<file path="config.mk">
export PLATFORM = sky130hd
export DESIGN_NAME = rtc_bcd_calendar
export DESIGN_NICKNAME = d
export VERILOG_FILES = /design/src/rtl/rtc_pkg.sv /design/src/rtl/rtc_prescaler.sv /design/src/rtl/rtc_calendar.sv /design/src/rtl/rtc_alarm.sv /design/src/rtl/rtc_bcd_calendar.sv
export SDC_FILE = /design/constraint.sdc
export NUM_CORES = 1
export LEC_CHECK = 0
export CORE_MARGIN = 8
export CORE_UTILIZATION = 50
export DETAILED_ROUTE_END_ITERATION = 10
export PLACE_DENSITY_LB_ADDON = 0.15
export SETUP_SLACK_MARGIN = 0.05
export SYNTH_ARGS = -nofsm -noshare
export SYNTH_HDL_FRONTEND = slang
export SYNTH_SLANG_ARGS = --single-unit
</file>
<file path="constraint.sdc">
create_clock -name clk_i -period 4.1 [get_ports clk_i]
set_input_delay 0.41 -clock clk_i [delete_from_list [all_inputs] [get_ports clk_i]]
set_output_delay 0.41 -clock clk_i [all_outputs]
set_load 0.03 [all_outputs]
</file>
<file path="src/rtl/rtc_pkg.sv">
package rtc_pkg;
  localparam int NUM_FIELDS = 7;   // sec,min,hour,day,mon,year,wday
  localparam int NUM_ALARM  = 6;   // sec..year
  localparam int BYTE_W     = 8;

  typedef logic [BYTE_W-1:0] bcd_t;
  typedef struct packed {
    bcd_t nxt;
    logic cy;
  } step_t;

  function automatic logic bad_bcd(input bcd_t v);
    return (v[3:0] > 4'd9) || (v[7:4] > 4'd9);
  endfunction

  function automatic bcd_t bcd_inc(input bcd_t v);
    if (v[3:0] == 4'd9) return {v[7:4] + 4'd1, 4'd0};
    return {v[7:4], v[3:0] + 4'd1};
  endfunction

  // plain field: last value or anything illegal wraps to first and carries
  function automatic step_t field_step(input bcd_t v, input bcd_t first, input bcd_t last);
    step_t s;
    if (bad_bcd(v) || v < first || v >= last) begin
      s.nxt = first;
      s.cy  = 1'b1;
    end else begin
      s.nxt = bcd_inc(v);
      s.cy  = 1'b0;
    end
    return s;
  endfunction

  function automatic step_t hour12_step(input bcd_t v);
    step_t s;
    logic [6:0] h;
    h    = v[6:0];
    s.cy = 1'b0;
    if (h == 7'h11) begin
      s.nxt = {~v[7], 7'h12};
      s.cy  = v[7];
    end else if (h == 7'h12) begin
      s.nxt = {v[7], 7'h01};
    end else if (h == 7'h00 || h > 7'h12 || h[3:0] > 4'd9) begin
      s.nxt = {v[7], 7'h12};
    end else begin
      s.nxt = bcd_inc({1'b0, h}) | {v[7], 7'h00};
    end
    return s;
  endfunction

  function automatic bcd_t month_last_day(input bcd_t mon, input bcd_t yr);
    logic [7:0] yb;
    yb = {4'd0, yr[7:4]} * 8'd10 + {4'd0, yr[3:0]};
    case (mon)
      8'h02:                     return (yb % 8'd4 == 8'd0) ? 8'h29 : 8'h28;
      8'h04, 8'h06, 8'h09, 8'h11: return 8'h30;
      default:                   return 8'h31;
    endcase
  endfunction
endpackage

</file>
<file path="src/rtl/rtc_prescaler.sv">
module rtc_prescaler #(
  parameter int TICKS_PER_SEC = 32768
) (
  input  logic clk_i,
  input  logic rst_ni,
  input  logic en_i,
  input  logic run_i,
  output logic step_o,
  output logic busy_o
);
  localparam int CW = (TICKS_PER_SEC > 2) ? $clog2(TICKS_PER_SEC) : 1;
  localparam logic [CW-1:0] LAST = CW'(TICKS_PER_SEC - 1);

  logic [CW-1:0] cnt_q;
  logic          at_last;

  assign at_last = (cnt_q == LAST);
  assign busy_o  = run_i & at_last;
  assign step_o  = run_i & en_i & at_last;

  always_ff @(posedge clk_i or negedge rst_ni) begin
    if (!rst_ni)           cnt_q <= '0;
    else if (run_i & en_i) cnt_q <= at_last ? '0 : cnt_q + CW'(1);
  end

  a_r3_prescale_hold: assert property (@(posedge clk_i) disable iff (!rst_ni)
    !$past(run_i) |-> $stable(cnt_q));
endmodule

</file>
<file path="src/rtl/rtc_calendar.sv">
module rtc_calendar
  import rtc_pkg::*;
(
  input  logic                        clk_i,
  input  logic                        rst_ni,
  input  logic                        step_i,
  input  logic                        mode12_i,
  input  logic [NUM_FIELDS-1:0]       wr_i,
  input  bcd_t                        wr_data_i,
  output logic [NUM_FIELDS-1:0][7:0]  fld_o,
  output logic [3:0]                  ev_o     // {day,hour,min,sec}
);
  localparam logic [NUM_FIELDS-1:0][7:0] RST_VAL =
    {8'h00, 8'h00, 8'h01, 8'h01, 8'h00, 8'h00, 8'h00};

  logic [NUM_FIELDS-1:0][7:0] fld_q;
  step_t                      st [NUM_FIELDS];
  logic [NUM_FIELDS-1:0]      adv;
  logic [3:0]                 ev_q;

  always_comb begin
    st[0] = field_step(fld_q[0], 8'h00, 8'h59);
    st[1] = field_step(fld_q[1], 8'h00, 8'h59);
    st[2] = mode12_i ? hour12_step(fld_q[2]) : field_step(fld_q[2], 8'h00, 8'h23);
    st[3] = field_step(fld_q[3], 8'h01, month_last_day(fld_q[4], fld_q[5]));
    st[4] = field_step(fld_q[4], 8'h01, 8'h12);
    st[5] = field_step(fld_q[5], 8'h00, 8'h99);
    st[6] = field_step(fld_q[6], 8'h00, 8'h06);
    adv[0] = step_i;
    adv[1] = adv[0] & st[0].cy;
    adv[2] = adv[1] & st[1].cy;
    adv[3] = adv[2] & st[2].cy;
    adv[4] = adv[3] & st[3].cy;
    adv[5] = adv[4] & st[4].cy;
    adv[6] = adv[3];             // weekday moves with the date
  end

  always_ff @(posedge clk_i or negedge rst_ni) begin
    if (!rst_ni) begin
      fld_q <= RST_VAL;
      ev_q  <= '0;
    end else begin
      for (int i = 0; i < NUM_FIELDS; i++) begin
        if (wr_i[i])      fld_q[i] <= wr_data_i;
        else if (adv[i])  fld_q[i] <= st[i].nxt;
      end
      ev_q <= adv[3:0];
    end
  end

  assign fld_o = fld_q;
  assign ev_o  = ev_q;

  a_r3_sec_hold: assert property (@(posedge clk_i) disable iff (!rst_ni)
    (!$past(step_i) && !$past(wr_i[0])) |-> $stable(fld_q[0]));
  a_r5_min_with_sec: assert property (@(posedge clk_i) disable iff (!rst_ni)
    ev_q[1] |-> ev_q[0]);
  a_r6_day_with_hour: assert property (@(posedge clk_i) disable iff (!rst_ni)
    ev_q[3] |-> ev_q[2]);
endmodule

</file>
<file path="src/rtl/rtc_alarm.sv">
module rtc_alarm
  import rtc_pkg::*;
(
  input  logic                       clk_i,
  input  logic                       rst_ni,
  input  logic [NUM_ALARM-1:0]       wr_i,
  input  bcd_t                       wr_data_i,
  input  logic [NUM_ALARM-1:0][7:0]  time_i,
  input  logic                       ev_sec_i,
  output logic                       alarm_o
);
  logic [NUM_ALARM-1:0] eq;
  logic                 alarm_q;

  for (genvar g = 0; g < NUM_ALARM; g++) begin : g_fld
    bcd_t al_q;
    always_ff @(posedge clk_i or negedge rst_ni) begin
      if (!rst_ni)    al_q <= '0;
      else if (wr_i[g]) al_q <= wr_data_i;
    end
    assign eq[g] = (al_q == time_i[g]);
  end

  // compares the time already updated by the second step
  always_ff @(posedge clk_i or negedge rst_ni) begin
    if (!rst_ni) alarm_q <= 1'b0;
    else         alarm_q <= ev_sec_i & (&eq);
  end

  assign alarm_o = alarm_q;

  a_r11_after_second: assert property (@(posedge clk_i) disable iff (!rst_ni)
    alarm_q |-> $past(ev_sec_i));
  a_r11_single_pulse: assert property (@(posedge clk_i) disable iff (!rst_ni)
    alarm_q |=> !alarm_q);
endmodule

</file>
<file path="src/rtl/rtc_bcd_calendar.sv">
module rtc_bcd_calendar
  import rtc_pkg::*;
#(
  parameter int TICKS_PER_SEC = 32768
) (
  input  logic       clk_i,
  input  logic       rst_ni,
  input  logic       tick32k_i,
  input  logic       run_i,
  input  logic       mode12_i,
  input  logic [7:0] wr_data_i,
  input  logic       wr_sec_i,
  input  logic       wr_min_i,
  input  logic       wr_hour_i,
  input  logic       wr_day_i,
  input  logic       wr_mon_i,
  input  logic       wr_year_i,
  input  logic       wr_wday_i,
  input  logic       alm_sec_i,
  input  logic       alm_min_i,
  input  logic       alm_hour_i,
  input  logic       alm_day_i,
  input  logic       alm_mon_i,
  input  logic       alm_year_i,
  output logic [7:0] sec_o,
  output logic [7:0] min_o,
  output logic [7:0] hour_o,
  output logic [7:0] day_o,
  output logic [7:0] mon_o,
  output logic [7:0] year_o,
  output logic [7:0] wday_o,
  output logic       busy_o,
  output logic       ev_sec_o,
  output logic       ev_min_o,
  output logic       ev_hour_o,
  output logic       ev_day_o,
  output logic       alarm_o
);
  logic                       step;
  logic [NUM_FIELDS-1:0][7:0] fld;
  logic [3:0]                 ev;
  logic [NUM_FIELDS-1:0]      wr;
  logic [NUM_ALARM-1:0]       awr;

  assign wr  = {wr_wday_i, wr_year_i, wr_mon_i, wr_day_i, wr_hour_i, wr_min_i, wr_sec_i};
  assign awr = {alm_year_i, alm_mon_i, alm_day_i, alm_hour_i, alm_min_i, alm_sec_i};

  rtc_prescaler #(.TICKS_PER_SEC(TICKS_PER_SEC)) i_pre (
    .clk_i, .rst_ni, .en_i(tick32k_i), .run_i, .step_o(step), .busy_o
  );

  rtc_calendar i_cal (
    .clk_i, .rst_ni, .step_i(step), .mode12_i, .wr_i(wr), .wr_data_i,
    .fld_o(fld), .ev_o(ev)
  );

  rtc_alarm i_alm (
    .clk_i, .rst_ni, .wr_i(awr), .wr_data_i, .time_i(fld[NUM_ALARM-1:0]),
    .ev_sec_i(ev[0]), .alarm_o
  );

  assign {wday_o, year_o, mon_o, day_o, hour_o, min_o, sec_o} = fld;
  assign {ev_day_o, ev_hour_o, ev_min_o, ev_sec_o} = ev;

  a_r4_busy_leads_step: assert property (@(posedge clk_i) disable iff (!rst_ni)
    ev_sec_o |-> $past(busy_o));
endmodule

</file>
* Word level (Yosys, flattened, before mapping)
Cells that the tools add are included.
** Storage, ports and cells
- Word-level logic and storage cells :: 219
- Output and inout bits :: 62
- Register bits after elaboration :: 124
- Input bits :: 26
** Operators by class
- Multiplexer cells :: 65
- Reduce and logical (&&, ||, !) cells :: 49
- Bitwise logic cells :: 11
- Equal/unequal tests :: 23
- Multipliers :: 1
- $add $sub $neg :: 17
- Magnitude comparators :: 29
** Operators with widths (count)
- two-way mux 8 bit :: 36
- two-way mux 9 bit :: 8
- adder 4 x 1 -> 4 bit (second input constant) :: 14
- > comparator 4 bit (second input constant) :: 14
- less-than comparator 8 x 1 -> 1 bit (second input constant) :: 7
- equality test 8 bit :: 6
- equality test 4 bit (second input constant) :: 7
- logical OR 1 bit :: 23
- two-way mux 1 bit :: 19
- nonzero test 3 bit :: 6
- equality test 8 x 3 -> 1 bit (second input constant) :: 2
- greater-or-equal comparator 8 x 7 -> 1 bit (second input constant) :: 2
- one-hot mux 8 bit (2 select lines) :: 1
- adder 15 x 1 -> 15 bit (second input constant) :: 1
- equality test 15 bit (second input constant) :: 1
- two-way mux 15 bit :: 1
- equality test 7 x 5 -> 1 bit (second input constant) :: 2
- AND reduction 2 bit :: 7
- nonzero test 2 bit :: 7
- AND 1 bit :: 9
- equality test 8 x 2 -> 1 bit (second input constant) :: 1
- equality test 8 x 4 -> 1 bit (second input constant) :: 1
- equality test 8 x 5 -> 1 bit (second input constant) :: 1
- greater-or-equal comparator 8 x 3 -> 1 bit (second input constant) :: 1
- other kinds (17) :: 18

* Logic depth before layout (Yosys ltp)
Gate-level depths: netlist of the first run.
- Depth in word-level cells :: 20
- Gate-level depth with buffers :: 13
- Depth with buffers taken out :: 12

* Hierarchy
A second synthesis of the first run with hierarchy kept.
** Unflattened totals
- Cell total of the unflattened synthesis :: 727
- Area total of the unflattened synthesis :: 7327.0 µm²
** By module, submodules not included
- rtc_calendar :: area each 4217.8 µm², instances 1, cells each 475, seq. area each 1503.9 µm²
- rtc_alarm :: area each 2331.0 µm², instances 1, cells each 170, seq. area each 1226.2 µm²
- rtc_prescaler :: area each 778.2 µm², instances 1, cells each 82, seq. area each 375.4 µm²

* Least setup slack after synthesis of the first run
OpenSTA, ideal clock, no wires.
- Kind :: register to register
- Start :: reg i_cal.fld_q, in the netlist i_cal.fld_o[37]
- End :: reg i_cal.fld_q, in the netlist i_cal.fld_o[25]
- Setup slack :: 1.002 ns
- Buffers on the path :: 0
- Clock period less this slack :: 3.098 ns
- Stages on the path, launching flop included :: 13
- Arrival time :: 3.029 ns
- Library setup time :: 0.069 ns
- Data required time :: 4.031 ns
- Path through :: dfrtp_1 inv_1 ha_1 mux2_2 a22oi_1 o22a_1 ha_1 inv_1 a31oi_1 nor3_4 and3b_1 or4b_1 nand3_1
** Between the ends
- Word-level cells in the longest chain between the ends :: 8
- Elaborated cells between the ends (all ways) :: 12
- Those cells by class :: order compare (1); eq/ne (5); mux (4); reduce/logical (2)
** RTL lines
- start, declared :: line rtc_calendar.sv:16 : logic [NUM_FIELDS-1:0][7:0] fld_q;
- start signal, assigned by index :: line rtc_calendar.sv:44 : if (wr_i[i]) fld_q[i] <= wr_data_i;
- start signal, assigned by index :: line rtc_calendar.sv:45 : else if (adv[i]) fld_q[i] <= st[i].nxt;
- equality test 8 x 3 -> 1 bit, or another cell as far along :: line rtc_pkg.sv:55 : case (mon)
- OR reduction 4 bit :: line rtc_pkg.sv:55
- one-hot mux 8 bit (2 select lines) * :: line rtc_pkg.sv:55
- greater-or-equal comparator 8 bit * :: line rtc_pkg.sv:24 : if (bad_bcd(v) || v < first || v >= last) begin
- logical OR 1 bit * :: line rtc_pkg.sv:24
- two-way mux 9 bit * :: line rtc_pkg.sv:24
- two-way mux 8 bit * :: line rtc_calendar.sv:45
- two-way mux 8 bit * :: line rtc_calendar.sv:44
Mark *: on every way between the ends. The rest lies on a longest branch, timed or not. The select of a mux whose other input is x is not followed.
A chain may end at the register's enable or synchronous reset.

* Worst setup path after layout of the first run
- Start :: reg i_cal.fld_q, in the netlist i_cal.fld_o[37]
- End :: reg i_cal.fld_q, in the netlist i_cal.fld_o[46]
** Between the ends
- Word-level cells in the longest chain between the ends :: 10
- Elaborated cells between the ends (all ways) :: 21
- Those cells by class :: order compare (4); eq/ne (5); mux (3); bitwise (2); reduce/logical (7)
** RTL lines
- equality test 8 x 3 -> 1 bit, or another cell as far along :: line rtc_pkg.sv:55
- OR reduction 4 bit :: line rtc_pkg.sv:55
- one-hot mux 8 bit (2 select lines) :: line rtc_pkg.sv:55
- greater-or-equal comparator 8 bit :: line rtc_pkg.sv:24
- logical OR 1 bit :: line rtc_pkg.sv:24
- two-way mux 9 bit :: line rtc_pkg.sv:24
- AND 1 bit :: line rtc_calendar.sv:33 : adv[4] = adv[3] & st[3].cy;
- AND 1 bit * :: line rtc_calendar.sv:34 : adv[5] = adv[4] & st[4].cy;
- nonzero test 2 bit (no source line) *
- AND reduction 2 bit (no source line) *
Mark *: on every way between the ends. The rest lies on a longest branch, timed or not.

==> results of run 1 <==
-- metrics by stage --
stage                     setup slack [ns]  utilization  cells  hold slack [ns]
final                               0.7428       0.6180   1009           0.1404
after global routing                0.5374       0.6180   1009           0.2133
after CTS                           0.7638       0.6180   1009           0.1789
after detailed placement            0.7452       0.5762    977           0.4937
after global placement              0.9628       0.5762    977           0.4765
after floorplan                      1.002            -    748           0.1144
-- layout make-up --
type | count | area, µm²
inverters | 40 | 150.1
flip-flops and latches | 124 | 3105
well taps | 184 | 230.2
repair buffers | 90 | 903.4
clock inverters | 12 | 162.7
fillers | 1197 | 5573
multi-input cells | 539 | 4018
clock buffers | 20 | 446.7
-- placed cells by master, fill, tap and decap left out, drive strengths merged, types with 8 or more instances in the layout --
cell type,count
a21oi,36
a221oi,9
and3,9
clkbuf,20
clkdlybuf4s50,86
dfrtp,122
ha,27
inv,40
mux2,50
nand2,42
nand2b,11
nand3,22
nand4,9
nor2,40
nor3,21
nor4,22
o211ai,8
o21ai,36
o31ai,11
xnor2,9
xor2,55
-- flip-flops by register name, summed over array words and instances (netlist names) --
name              cells
i_cal.ev_o            4
i_alm.alarm_o         1
i_cal.fld_o          56
i_pre.cnt_q          15
i_alm.g_fld.al_q     48
-- final timing paths --
check / start / endpoint
worst max-delay path: i_cal.fld_o[37] / i_cal.fld_o[46]
worst min-delay path: rst_ni / i_cal.fld_o[52]
worst max register to register: i_cal.fld_o[37] / i_cal.fld_o[46]
worst min register to register: i_pre.cnt_q[6] / i_pre.cnt_q[6]
max in group asynchronous: rst_ni / i_alm.g_fld[5].al_q[1]
min in group clk_i: i_pre.cnt_q[6] / i_pre.cnt_q[6]
-- where the power goes --
part	switching, mW	internal (mW)
Combinational	0.444	0.345
Sequential	0.200	1.35
Clock	0.582	0.978
Total	1.23	2.67
-- Yosys cell counts, types with 5 or more instances --
library cell	count
inv_1	37
nand4b_1	5
clkbuf_1	28
ha_1	27
xor2_1	55
mux2i_1	5
nor4_1	19
nand4_1	8
dfrtp_1	122
o21a_1	5
o21ai_0	31
nor3_1	19
and3_1	7
nand2b_1	11
o211ai_1	6
nor2_1	40
mux2_2	50
nand3_1	21
nor2b_1	7
a211oi_1	5
buf_2	8
a22o_1	7
a32oi_1	7
a21oi_1	35
xnor2_1	9
nand2_1	41
a22oi_1	6
a221oi_1	8
o31ai_1	10
-- kinds of logic (layout without fill, tap and decap cells) --
logic type / count (synthesis) / after routing / share of synthesized area
DFF: 124 / 124 / 0.4140
muxes: 55 / 55 / 0.08174
xor gates and xnor gates: 64 / 64 / 0.07473
buffers and inverters: 85 / 162 / 0.05037
AOI/OAI and AO/OA: 168 / 168 / 0.1591
and+or+nand+nor: 225 / 225 / 0.1750
adders and majority gates: 27 / 27 / 0.04504
-- routing by layer --
metal	share of wire	vias to the layer above	GRT usage
met5	0	-	0
met4	0.021	0	0.07494
met3	0.057	34	0.05685
met2	0.48	216	0.3303
met1	0.45	3062	0.2724
li1	-	2849	-
==> metrics.md, run 1 <==
| Metric | Value |
|---|---|
| Power Density | `432.6 nW/µm²` |
| Cts hold-fix bufs | `0` |
| Worst Setup Start Kind | `flip-flop` |
| Initial antenna violation count | `0` |
| Critical Path RT | `4.39 ns` |
| Final instance area | `9016 µm²` |
| Peak fanout along the critical path | `14` |
| IO Count | `88` |
| R2R depth | `13` |
| Critical Path Sink Type | `flip-flop` |
| Unrepaired setup endpoints after global routing | `false` |
| Cell Area, Placed | `8407 µm²` |
| DP HPWL | `13.98 mm` |
| Layout net count | `865` |
| Final Power | `3.901 mW` |
| Post-CTS Resized | `0` |
| GRT Total Usage | `0.2103` |
| FF+latch count, synth | `124` |
| Clock-pin slew on the worst setup and hold paths | `0.06 ns` |
| Synth Net Count | `801` |
| Fmax | `297.9 MHz` |
| CP peak stage delay | `0.48 ns` |
| Synth area leader | `dfrtp_1` |
| Vias in the first global route | `6,209` |
| Drt via density | `6.106` |
| Distinct cell type count after synthesis | `92` |
| # clock sinks | `124` |
| Die Wd | `138.5 µm` |
| Number of synthesized flops with an enable pin | `0` |
| Synth Warn # | `0` |
| Largest net degree at the start of global routing | `75` |
| Period utilisation layout | `0.8188` |
| IO buf count | `87` |
| Worst Tran Pin Value | `0.9931 ns` |
| P&R area growth vs syn | `20.20%` |
| DR WL/cell | `20.07 µm` |
| Critical path arrival | `3.65 ns` |
| H-tree depth | `4` |
| Final hold viol count | `0` |
| Ys flop type | `dfrtp_1` |
| WP depth | `13` |
| TritonCTS buffer count | `17` |
| Setup TNS | `0 ns` |
| Type of the worst setup path | `reg -> reg` |
| Clk root buf | `clkbuf_16` |
| Syn Inst Count | `748` |
| Post-Syn Area | `7501 µm²` |
| Headroom to the max-slew limit | `0.3379` |
| RePlAce Congestion | `0.8789` |
| DRC | `0` |
| Crit-path slowest cell | `nor3_4` |
| Total routed wirelength | `20.25 mm` |
| Async SR Flop Fraction | `1.000` |
| Buf/Inv on CP | `3` |
| Post-CTS setup buffer count | `0` |
| Status | `complete, no violations` |
| Share of layout cells above drive strength 1 | `0.1442` |
| GR Overflow Total | `0` |
| Iter 0 DRT Violations | `493` |
| Critical path cell sequence | `inv_1 > ha_1 > nor2b_1 > nand4_1 > o22a_1 > ha_1 > inv_1 > a31oi_1 > nor3_4 > nor4_4 > buf_4 > and2_2 > o311ai_0` |
| Worst skew pair latency | `0.42 ns` |
| Total of max-cap violations | `0` |
| Min-delay worst type | `in -> async` |
| Core Region | `14,590 µm²` |
| Routed Antenna Nets | `0` |
| Setup violations, final | `0` |
| Initial Utilization | `0.5142` |
| Share of the synthesized area in the top cell type | `0.4070` |
| TritonCTS clock tree | `done` |
| Fin crit period | `3.357 ns` |
| Peak supply drop | `0.0003055 V` |
| Max-slew violation total from the final report | `0` |
| Leak | `3.787 nW` |
| # diodes | `0` |
| Fin Clk Skew | `0.008961 ns` |
| DR pass1 iterations | `5` |
| Top delay family on crit path | `simple AND/OR/NAND/NOR gates` |
| Vias | `6,161` |
| Mean post-synth cell area | `10.03 µm²` |
| Die area | `19,180 µm²` |
| Die height | `138.5 µm` |
| Site row count | `44` |
| Clk buf depth | `2` |
| Largest cells by area after synthesis | `dfrtp_1 41%, mux2_2 7.5%, xor2_1 6.4%, ha_1 4.5%, a21oi_1 2.3%` |
| Post-synthesis sequential area ratio | `0.4140` |
| Global-route wire length before repair | `32.73 mm` |
| Worst R2R Setup Slack | `0.74 ns` |
Note: power is estimated with default switching activity, not from simulation.
==> run 2: changes to the inputs <==
Clock period 4.1 ns to 2.8 ns, I/O delays scaled along.
==> run 2 against run 1 <==
  * Via count grew 4.8%
  * Sequential power grew 43%
  * Critical path depth grew 1
  * Power grew 46%
  * Routed wire length grew 5.4%
  * Core utilization grew 3.3 points
  * Hold slack gained 0.22 ns
  * Clock skew shrank 0.0024 ns
  * Maximum frequency grew 21%
  * Combinational power grew 71%
  * Count of clock-buffer cells in the layout grew 5
  * Clock power grew 36%
  * Critical path type unchanged
  * Highest routed layer unchanged
==> metrics.md, run 2 (synthesized netlist as in run 1, its figures left out) <==
| Metric | Value |
|---|---|
| Final WS setup | `0.02352 ns` |
| DP HPWL | `14.92 mm` |
| DRC | `0` |
| Unrepaired setup endpoints after global routing | `true` |
| Peak supply drop | `0.0003894 V` |
| FF/Latch Area | `3109 µm²` |
| Post-layout util | `0.6505` |
| H-tree depth | `4` |
| GR Overflow Total | `0` |
| Global Route met3 Usage | `0.04897` |
| Drt via density | `6.105` |
| IO Count | `88` |
| Fmax | `360.2 MHz` |
| Iter 0 DRT Violations | `653` |
| Clk root buf | `clkbuf_16` |
| DR WL/cell | `20.18 µm` |
| Worst Tran Pin Value | `0.8984 ns` |
| DR pass1 iterations | `5` |
| Initial Utilization | `0.5142` |
| Fin crit period | `2.776 ns` |
| Clk buf depth | `2` |
| Peak fanout along the critical path | `3` |
| Site row count | `44` |
| Period utilisation layout | `0.9916` |
| Clock-pin slew on the worst setup and hold paths | `0.06 ns` |
| P&R area growth vs syn | `26.52%` |
| Core Region | `14,590 µm²` |
| Worst r2r src | `i_cal.fld_o[36]` |
| GRT Total Usage | `0.2182` |
| Critical Path RT | `3.15 ns` |
| Layout net count | `914` |
| Leak | `4.045 nW` |
| # clock sinks | `124` |
| Max-slew violation total from the final report | `0` |
| Critical Path Sink Type | `flip-flop` |
| Total routed wirelength | `21.35 mm` |
| Type of the worst setup path | `reg -> reg` |
| Final hold viol count | `0` |
| Total of max-cap violations | `0` |
| TritonCTS buffer count | `17` |
| Vias in the first global route | `6,278` |
| Met2 Use GR | `0.3565` |
| Area of the multi-input gates | `4139 µm²` |
| Die Wd | `138.5 µm` |
| Number of instances in the placed design | `1,013` |
| Worst skew pair latency | `0.42 ns` |
| Share of layout cells above drive strength 1 | `0.2151` |
| Busiest layer in global routing | `met2` |
| Most common cell after layout, fill and taps aside | `dfrtp_1` |
| Min-delay worst type | `in -> async` |
| Status | `complete, no violations` |
| Most frequent cells in the layout | `119 x dfrtp_1, 85 x clkdlybuf4s50_1, 55 x xor2_1, 50 x mux2_2, 48 x buf_4` |
| Critical path arrival | `3.13 ns` |
| Routed Antenna Nets | `0` |
| Initial antenna violation count | `0` |
| Setup violations, final | `0` |
| Fin Clk Skew | `0.006584 ns` |
| IO buf count | `87` |
| Final Power | `5.679 mW` |
| Die height | `138.5 µm` |
| Power Density | `598.4 nW/µm²` |
| Largest net degree at the start of global routing | `52` |
| Layout Cells excl Fill | `1,058` |
| RePlAce Congestion | `0.9020` |
| Setup Slack @ Placement | `-0.1544 ns` |
| Die area | `19,180 µm²` |
| Number of fill cells in the layout | `1,119` |
| Worst Setup Start Kind | `flip-flop` |
| # diodes | `0` |
| TritonCTS clock tree | `done` |
| Met1 Use GR | `0.2768` |
| Critical Path Source | `i_cal.fld_o[36]` |
| Number of flip-flops under the largest register name | `56` |
| Setup TNS | `0 ns` |
| Headroom to the max-slew limit | `0.3992` |
| Vias | `6,459` |
| Global-route wire length before repair | `34.05 mm` |
run 2: cell types whose count changed in the layout (fill, tap and decap cells not counted), moves of 3 or more:
cell	delta
ha_4	+3
inv_1	-4
clkbuf_8	+5
ha_1	-3
clkinv_4	-4
inv_2	+3
clkinv_2	+5
buf_4	+45
dfrtp_2	+3
dfrtp_1	-3
buf_6	+3
run 2: path summary, 6_finish.rpt:
path,slack (ns),cells after the start,end
worst max register to register,0.02,14,i_cal.fld_o[25]
worst min-delay path,0.36,2,i_cal.fld_o[48]
worst min register to register,0.50,1,i_pre.cnt_q[6]
min in group clk_i,0.50,1,i_pre.cnt_q[6]
max in group asynchronous,1.74,3,i_cal.ev_o[2]
worst max-delay path,0.02,14,i_cal.fld_o[25]
run 2: critical path, cell delays in order (launching register included):
cell and delay, ns:
dfrtp_2 0.44, inv_2 0.09, ha_4 0.13, nor2b_4 0.15
nand4_1 0.12, buf_4 0.17, inv_2 0.06, ha_4 0.19
nand3_2 0.06, nand4_1 0.15, nor3_4 0.29, buf_6 0.14
and3b_1 0.17, or4b_1 0.43, nand3_1 0.10
run 2: layout make-up:
cell class / count / area share
multi-input cells: 539 / 0.4361
clock buffers: 25 / 0.05432
inverters: 40 / 0.01608
clock inverters: 7 / 0.006328
repair buffers: 139 / 0.1353
flip-flops and latches: 124 / 0.3276
well taps: 184 / 0.02426
run 2: where the power goes:
group          switching, mW  internal, mW  leakage [nW]  total (mW)
clock network          0.768          1.35         0.293        2.12
logic                  0.767         0.583          2.26        1.35
registers              0.227          1.98          1.49        2.21
run 2: repair_timing:
| action | CTS | global route |
|---|---|---|
| hold buffers | 1 | 0 |
| pin swaps | 7 | 2 |
| setup buffers | 4 | 8 |
| endpoints found under the hold margin | 30 | 0 |
| endpoints found under the setup margin | 19 | 18 |
| gates cloned | 0 | 0 |
| resized for setup | 15 | 8 |
run 2: layer usage:
layer / share of wire / vias to the layer above
li1: - / 2954
met1: 0.44 / 3260
met2: 0.49 / 210
met3: 0.061 / 35
met4: 0.018 / 0
met5: 0 / -
run 2: stage by stage:
| stage | instance area (µm²) | hold WS [ns] |
|---|---|---|
| after floorplan | 7540 | -0.01559 |
| after global placement | 8712 | 0.2715 |
| after detailed placement | 8712 | 0.2747 |
| after CTS | 9389 | 0.3621 |
| after global routing | 9490 | 0.3895 |
| final | 9490 | 0.3623 |
